**src/rtl/cla_pkg.sv**
```systemverilog
package cla_pkg;
  localparam int DEF_GROUP_W    = 3;
  localparam int DEF_NUM_GROUPS = 3;

  typedef struct packed {
    logic gen;
    logic prop;
  } grp_pg_t;

  // per-bit generate: both operand bits high
  function automatic logic bit_gen(input logic x, input logic y);
    return x & y;
  endfunction

  // per-bit propagate: exactly one operand bit high (also the half sum)
  function automatic logic bit_prop(input logic x, input logic y);
    return x ^ y;
  endfunction
endpackage

```
**src/rtl/cla_group.sv**
```systemverilog
module cla_group
  import cla_pkg::*;
#(
  parameter int GROUP_W = DEF_GROUP_W
) (
  input  logic [GROUP_W-1:0] gen,
  input  logic [GROUP_W-1:0] prop,
  input  logic               c_in,
  output logic [GROUP_W-1:0] c_bit,
  output grp_pg_t            grp
);
  // carry into bit i, sum of products over lower bits of this group
  always_comb begin
    for (int i = 0; i < GROUP_W; i++) begin
      logic acc;
      logic run;
      acc = 1'b0;
      run = 1'b1;
      for (int j = i - 1; j >= 0; j--) begin
        acc = acc | (run & gen[j]);
        run = run & prop[j];
      end
      c_bit[i] = acc | (run & c_in);
    end
  end

  // group generate and propagate, independent of the incoming carry
  always_comb begin
    logic acc;
    logic run;
    acc = 1'b0;
    run = 1'b1;
    for (int j = GROUP_W - 1; j >= 0; j--) begin
      acc = acc | (run & gen[j]);
      run = run & prop[j];
    end
    grp.gen  = acc;
    grp.prop = run;
  end
endmodule

```
**src/rtl/cla_lookahead.sv**
```systemverilog
module cla_lookahead #(
  parameter int NUM_GROUPS = cla_pkg::DEF_NUM_GROUPS
) (
  input  logic [NUM_GROUPS-1:0] g_gen,
  input  logic [NUM_GROUPS-1:0] g_prop,
  input  logic                  c_in,
  output logic [NUM_GROUPS:0]   g_carry
);
  // carry into group k, expanded from the block carry input
  always_comb begin
    for (int k = 0; k <= NUM_GROUPS; k++) begin
      logic acc;
      logic run;
      acc = 1'b0;
      run = 1'b1;
      for (int j = k - 1; j >= 0; j--) begin
        acc = acc | (run & g_gen[j]);
        run = run & g_prop[j];
      end
      g_carry[k] = acc | (run & c_in);
    end
  end
endmodule

```
**src/rtl/cla_grouped_adder.sv**
```systemverilog
module cla_grouped_adder
  import cla_pkg::*;
#(
  parameter int GROUP_W    = DEF_GROUP_W,
  parameter int NUM_GROUPS = DEF_NUM_GROUPS,
  localparam int WIDTH     = GROUP_W * NUM_GROUPS
) (
  input  logic [WIDTH-1:0] a,
  input  logic [WIDTH-1:0] b,
  input  logic             cin,
  output logic [WIDTH-1:0] sum,
  output logic             cout
);
  logic [WIDTH-1:0]      bit_g;
  logic [WIDTH-1:0]      bit_p;
  logic [WIDTH-1:0]      bit_c;
  logic [NUM_GROUPS-1:0] grp_gen;
  logic [NUM_GROUPS-1:0] grp_prop;
  logic [NUM_GROUPS:0]   grp_carry;

  always_comb begin
    for (int i = 0; i < WIDTH; i++) begin
      bit_g[i] = bit_gen(a[i], b[i]);
      bit_p[i] = bit_prop(a[i], b[i]);
    end
  end

  for (genvar k = 0; k < NUM_GROUPS; k++) begin : g_grp
    grp_pg_t pg;
    cla_group #(.GROUP_W(GROUP_W)) u_group (
      .gen   (bit_g[k*GROUP_W +: GROUP_W]),
      .prop  (bit_p[k*GROUP_W +: GROUP_W]),
      .c_in  (grp_carry[k]),
      .c_bit (bit_c[k*GROUP_W +: GROUP_W]),
      .grp   (pg)
    );
    assign grp_gen[k]  = pg.gen;
    assign grp_prop[k] = pg.prop;
  end

  cla_lookahead #(.NUM_GROUPS(NUM_GROUPS)) u_lookahead (
    .g_gen   (grp_gen),
    .g_prop  (grp_prop),
    .c_in    (cin),
    .g_carry (grp_carry)
  );

  assign sum  = bit_p ^ bit_c;
  assign cout = grp_carry[NUM_GROUPS];
endmodule

```
**config.mk**
```make
export PLATFORM = sky130hd
export DESIGN_NAME = cla_grouped_adder
export DESIGN_NICKNAME = d
export VERILOG_FILES = /design/src/rtl/cla_pkg.sv /design/src/rtl/cla_group.sv /design/src/rtl/cla_lookahead.sv /design/src/rtl/cla_grouped_adder.sv
export SDC_FILE = /design/constraint.sdc
export NUM_CORES = 1
export LEC_CHECK = 0
export BUFFER_PORTS_ARGS = -buffer_cell sky130_fd_sc_hd__buf_2
export CORE_AREA = 2 2 44 42
export DETAILED_ROUTE_END_ITERATION = 10
export DIE_AREA = 0 0 46 44
export GPL_TIMING_DRIVEN = 0
export PLACE_DENSITY = 0.6
export SLEW_MARGIN = 20
export SYNTH_ARGS = -nofsm -noshare
export SYNTH_HDL_FRONTEND = slang
export SYNTH_SLANG_ARGS = --single-unit
```
**constraint.sdc**
```tcl
create_clock -name vclk -period 4.6
set_input_delay 1.38 -clock vclk [all_inputs]
set_output_delay 1.38 -clock vclk [all_outputs]
set_load 0.02 [all_outputs]
```
* After elaboration in Yosys (flattened, before gate mapping) *
Index checks and enable logic that the tools add are counted.

operators by class
  bitwise operators = 73

operators with widths
  kind         number
  $and 1x1->1  42
  $or 1x1->1   21
  $xor 1x1->1  9
  $xor 9x9->9  1

word-level totals
  bits of input ports = 19
  logic and storage cells = 73
  output and inout bits = 10
  register bits = 0

* Longest topological paths before layout *
Gate-level depths: netlist of run 1.

  depth after elaboration = 10
  depth in mapped cells = 7
  mapped depth without buffers = 7

* Hierarchy *
Synthesis of run 1 repeated with hierarchy kept, for this count alone.

second synthesis, totals
  cell total of the unflattened synthesis = 44
  area total of the unflattened synthesis = 357.8 um^2

modules (own cells, without submodules)
  module             cells each  area an instance (um^2)  seq. area each (um^2)  times used
  cla_grouped_adder  18          191.4                    0.0                    1
  cla_group          7           42.5                     0.0                    3
  cla_lookahead      5           38.8                     0.0                    1

* Least setup slack after synthesis of run 1 *
Ideal clock, no wire load.

  path kind = in2out
  start point = in a[0]
  end point = out sum[4]
  path slack = 0.150 ns
  arrival = 3.070 ns
  cell stages on the path = 7
  path buffers = 0
  required time = 3.220 ns
  cell sequence = ha_1 > a21oi_2 > nor2b_1 > o21a_1 > or2_1 > fa_1 > xor2_1

between the ends
  word-level cells in the longest chain between the ends = 7
  elaborated cells between the ends (all ways) = 10
  those cells by class = bitwise: 10

RTL lines
  element                                     RTL line                              source
  from (decl)                                 cla_grouped_adder.sv:8                input logic [WIDTH-1:0] a,
  $and 1x1->1 or $xor 1x1->1 (tied branches)  cla_pkg.sv:12, cla_pkg.sv:17
  $and 1x1->1, on equally long branches       cla_group.sv:34, cla_group.sv:35
  $or 1x1->1 or $and 1x1->1 (tied branches)   cla_group.sv:34, cla_lookahead.sv:20
  $or 1x1->1 (*)                              cla_lookahead.sv:20                   g_carry[k] = acc | (run & c_in);
  $and 1x1->1 (*)                             cla_group.sv:23                       c_bit[i] = acc | (run & c_in);
  $or 1x1->1 (*)                              cla_group.sv:23
  $xor 9x9->9 (*)                             cla_grouped_adder.sv:48               assign sum = bit_p ^ bit_c;
  to (decl)                                   cla_grouped_adder.sv:11               output logic [WIDTH-1:0] sum,

Every way passes the cells marked *; elsewhere a longest branch is shown, timed or not.

* Worst setup path in the final report of run 1 *
  start point = in a[0]
  end point = out sum[3]

between the ends
  word-level cells in the longest chain between the ends = 5
  elaborated cells between the ends (all ways) = 8
  those cells by class = bitwise: 8

RTL lines
  element                                     RTL line
  $and 1x1->1 or $xor 1x1->1 (tied branches)  cla_pkg.sv:12, cla_pkg.sv:17
  $and 1x1->1, on equally long branches       cla_group.sv:34, cla_group.sv:35
  $or 1x1->1 or $and 1x1->1 (tied branches)   cla_group.sv:34, cla_lookahead.sv:20
  $or 1x1->1 (*)                              cla_lookahead.sv:20
  $xor 9x9->9 (*)                             cla_grouped_adder.sv:48

Marks and branches as above.

==> results.md, run 1 <==
- Status: completed
- End point of the critical path: sum[3]
- First DRT Iteration DRCs: 1
- Largest net degree at the start of global routing: 7
- Syn Nets: 85
- Vias in the first global route: 371
- Worst slack, placed: 0.0360 ns
- Crit. path cell count: 8
- Fmax: 223 MHz
- Gr usage total: 8.91%
- Via/cell ratio: 4.89
- Seq/Total Area, Yosys: 0%
- Max_cap viols: 0
- Top-area cell type share of the netlist area: 25.7%
- CP required: 3.22 ns
- Final net count: 117
- Max-slew violation count: 0
- Multi-input logic area: 418 sq um
- Hold Slack: 3.17 ns
- VDD IR-drop max: 0.0539 mV
- DRC Markers: 0
- Setup-failing EPs final: 0
- Netlist cell types: 24
- Layout Cells excl Fill: 100
- Delay-heaviest family, CP: adder cells
- Layout cells sized above 1: 42.9%
- Unrepaired setup endpoints after global routing: no
- Setup CP Type: primary input to output port
- Synth area leaders: ha_1, fa_1, nand3_1
- Commonest cells after routing, fill and taps aside: buf_2, ha_1, inv_1, nand3_1, a21oi_1
- Crit start category: primary input
- CP dominant cell by count: buf_2
- Core area: 1580 sq um
- Pre-antenna DRT Iters: 3
- Area leader, netlist: ha_1
- # diodes: 0
- Crit path largest cell delay: 0.52 ns
- Die Ht: 44 um
- Mapped cell area: 438 sq um
- DP Wirelength: 814 um
- Worst setup EP type: output port
- Layout Area Growth over Synthesis: 40.6%
- Yosys warnings: 0
- Slew Limit Headroom: 84.9%
- Final wirelength: 904 um
- I/O pins: 29
- Slew at the pin closest to its max-slew limit: 0.226 ns
- Slowest CP cell: fa_2
- Mapped Avg Cell Area: 8.11 sq um
- Die area: 2020 sq um
- Remaining Overflow, GRT: 0
- Cells after Synth: 54
- Clock buffers: 0
- Worst Path Buf+Inv: 2
- Starting Density: 27.8%
- Seq_cells: 0
- Setup TNS: 0 ns
- Hold Fails Final Rpt: 0
- Via count: 489
- Initial antenna violation count: 0
- Worst Hold Class: primary input to output port
- Wirelength per Cell: 9.04 um
- Most common cell after layout, fill and taps aside: buf_2
- Chip width: 46 um
- Final worst slack: 0.108 ns
- RD Place Congestion: 0.657
- Final Cycle Share: 97.6%
- WP data arrival: 3.11 ns
- Worst Path Max Fanout: 2
- Site Rows: 14
- Final ANT Viol Nets: 0
- # hold bufs at CTS: 0
- Leak: 0.000344 uW
- Cell Chain, Critical Path: buf_2 > ha_1 > a21oi_2 > nor2b_1 > o21a_1 > or2_1 > fa_2 > buf_2
- Critical path startpoint: a[0]
- First-pass GRT wire length: 1.46 mm
- IO Port Bufs: 29
- Register Area: 0 sq um
- Fill cells: 174
- PD cells: 172 nW/um^2
- Placed Cells incl. Taps: 99
- Post-layout minimum cycle time: 4.49 ns
==> worst min-delay path: stages <==
cell	delay, ns
buf_2	0.10
fa_1	0.15
buf_2	0.15
==> metrics by stage <==
stage	power, uW	util (%)	cell area, sq um
2_1_floorplan	73.8	-	438
3_3_place_gp	103	38.3	603
3_5_place_dp	104	38.3	603
4_1_cts	105	38.3	603
5_1_grt	117	39.0	616
6_report	106	39.0	616
==> cell type report <==
type	count	area share, %
multi-input cells	48	67.9
repair buffers	30	25.2
inverters	6	3.66
well taps	16	3.25
==> cells by family after synthesis <==
group,count (synthesis),share of synthesized area (%)
buf+inv,6,5.14
xor+xnor,4,8.00
fa+ha+maj,12,39.4
mux,1,2.29
compound gates,13,22.6
simple gates,18,22.6
==> worst min path at each step <==
| stage | start | endpoint | slack (ns) | depth (start not counted) |
|---|---|---|---|---|
| after floorplan | b[3] | sum[3] | 3.02 | 1 |
| after global placement | b[6] | sum[6] | 3.16 | 3 |
| after detailed placement | b[6] | sum[6] | 3.18 | 3 |
| after CTS | b[6] | sum[6] | 3.18 | 3 |
| after global routing | b[6] | sum[6] | 3.20 | 3 |
| final | b[6] | sum[6] | 3.17 | 3 |
==> repair_timing <==
| item | 4_1_cts | 5_1_grt |
|---|---|---|
| setup buffers | 0 | 1 |
| gates resized for setup | 0 | 2 |
| endpoints found under the setup margin | 0 | 1 |
==> synth_stat cells (all sizes together) <==
cell and instances:
nor3 1, nand4 1, o21a 1, nand3 6, o21ai 1, and3 1
xnor2 2, nor2b 2, or2 1, ha 9, nand2 3, inv 6
nor2 2, o211ai 1, a21oi 7, xor2 2, or3 1, o221ai 1
mux2i 1, fa 3, a41o 1, o2111ai 1
==> per-layer routing <==
metal | routed length, um | GRT usage (%)
met5 | 0 | 0
met4 | 0 | 0
met3 | 50 | 0
met2 | 425 | 14.7
met1 | 428 | 13.7
==> report_power, final <==
part	internal, uW	switching, uW
sequential	0	0
combinational	45.1	60.6
clock	0	0
(Power assumes the default switching activity.)
==> run 2: changes to the inputs <==
--- a/config.mk
+++ b/config.mk
@@ -5,7 +5,7 @@
 export SDC_FILE = /design/constraint.sdc
 export NUM_CORES = 1
 export LEC_CHECK = 0
-export BUFFER_PORTS_ARGS = -buffer_cell sky130_fd_sc_hd__buf_2
+export BUFFER_PORTS_ARGS = -buffer_cell sky130_fd_sc_hd__clkbuf_2
 export CORE_AREA = 2 2 44 42
 export DETAILED_ROUTE_END_ITERATION = 10
 export DIE_AREA = 0 0 46 44
==> results.md, run 2 (synthesis results as in run 1) <==
- Layout cells sized above 1: 42.2% (-0.69 points)
- RD Place Congestion: 0.658 (about the same)
- Layout Area Growth over Synthesis: 41.1%
- Register Area: 0 sq um (unchanged)
- Hold Slack: 3.18 ns (+0.00902 ns)
- Most common cell after layout, fill and taps aside: clkbuf_2
- # diodes: 0 (unchanged)
- Slew Limit Headroom: 84.9% (about the same)
- Slowest CP cell: fa_1
- First-pass GRT wire length: 1.74 mm (+19%)
- Crit path largest cell delay: 0.38 ns (-0.14 ns)
- Pre-antenna DRT Iters: 4 (+1)
- First DRT Iteration DRCs: 15 (+14)
- Worst Path Max Fanout: 3 (+1)
- Post-layout minimum cycle time: 4.53 ns (+0.0354 ns)
- Clock buffers: 0 (unchanged)
- Status: completed
- Worst setup EP type: output port
- Slew at the pin closest to its max-slew limit: 0.227 ns (+0.000324 ns)
- Chip width: 46 um (unchanged)
- Die area: 2020 sq um (unchanged)
- Remaining Overflow, GRT: 0 (unchanged)
- Core area: 1580 sq um (unchanged)
- Fmax: 221 MHz (-0.78%)
- DRC Markers: 0 (unchanged)
- Delay-heaviest family, CP: adder cells
- Worst Hold Class: primary input to output port
- Final Cycle Share: 98.4% (+0.77 points)
- Wirelength per Cell: 10.1 um (+12%)
- Final ANT Viol Nets: 0 (unchanged)
- Crit start category: primary input
- Via count: 491 (+0.41%)
- Hold Fails Final Rpt: 0 (unchanged)
- Max-slew violation count: 0 (unchanged)
- Fin area: 618 sq um (+0.41%)
- Worst Path Buf+Inv: 2 (unchanged)
- Unrepaired setup endpoints after global routing: no
- Final net count: 116 (-0.85%)
- Commonest cells after routing, fill and taps aside: clkbuf_2, ha_1, inv_1, nand3_1, a21oi_1
- Gr usage total: 10.6% (+1.7 points)
- Cell Chain, Critical Path: clkbuf_2 > ha_4 > a21oi_2 > nor2b_1 > o21a_1 > or2_1 > fa_1 > xor2_1 > buf_4
- WP data arrival: 3.15 ns (+0.04 ns)
- Starting Density: 27.8% (unchanged)
- I/O pins: 29 (unchanged)
- DP Wirelength: 907 um (+11%)
- IO Port Bufs: 29 (unchanged)
- Fill cells: 166 (-4.6%)
- Initial antenna violation count: 0 (unchanged)
- Placement Cell Area: 603 sq um (unchanged)
- Max_cap viols: 0 (unchanged)
- Leak: 0.000346 uW (+0.59%)
- Setup CP Type: primary input to output port
- Multi-input logic area: 428 sq um (+2.4%)
- Setup-failing EPs final: 0 (unchanged)
- Setup TNS: 0 ns (unchanged)
- Site Rows: 14 (unchanged)
- Die Ht: 44 um (unchanged)
- CP required: 3.22 ns (about the same)
- Final wirelength: 1.00 mm (+11%)
- PD cells: 173 nW/um^2 (+0.63%)
- Seq_cells: 0 (unchanged)
- VDD IR-drop max: 0.0502 mV (-6.9%)
- Vias in the first global route: 445 (+20%)
- Largest net degree at the start of global routing: 7 (unchanged)
- Via/cell ratio: 4.96 (+1.4%)
- Post-CTS Setup Inserts: 0 (unchanged)
-- run 2: changes by cell type in the layout (fill, tap and decap cells not counted), sizes merged --
cell / previous run / this run
buf: 30 / 1
clkbuf: 0 / 28
-- run 2: worst paths after layout --
check,cells past startpoint,slack [ns],endpoint,startpoint
worst max-delay path,9,0.07,sum[4],a[0]
worst min-delay path,3,3.18,sum[6],b[6]
-- run 2: power breakdown --
| part | internal (uW) | switching [uW] |
|---|---|---|
| Combinational | 44.5 | 62.3 |
| Sequential | 0 | 0 |
| Clock | 0 | 0 |
-- run 2: layout make-up --
cell class         instances  share of cell area, %
multi-input cells         48                   69.2
well taps                 16                   3.24
repair buffers            29                   23.9
inverters                  6                   3.64
-- run 2: routing by layer --
metal,global-route usage (%),share of wire [%]
met1,15.7,45
met2,18.3,50
met3,0,4.9
met4,0,0
met5,0,0
-- run 2: repair_timing --
item	4_1_cts	5_1_grt
setup endpoints to repair	0	1
hold buffers	0	0
resized for setup	0	3
-- run 2: per-stage QoR --
stage | setup slack (ns) | total power, uW | util (%) | instances
3_5_place_dp | 0.0261 | 105 | 38.3 | 99
6_report | 0.0731 | 107 | 39.2 | 99
4_1_cts | 0.0100 | 106 | 38.3 | 99
2_1_floorplan | 0.150 | 73.8 | - | 54
3_3_place_gp | 0.0200 | 104 | 38.3 | 99
5_1_grt | 0.00362 | 118 | 39.2 | 99
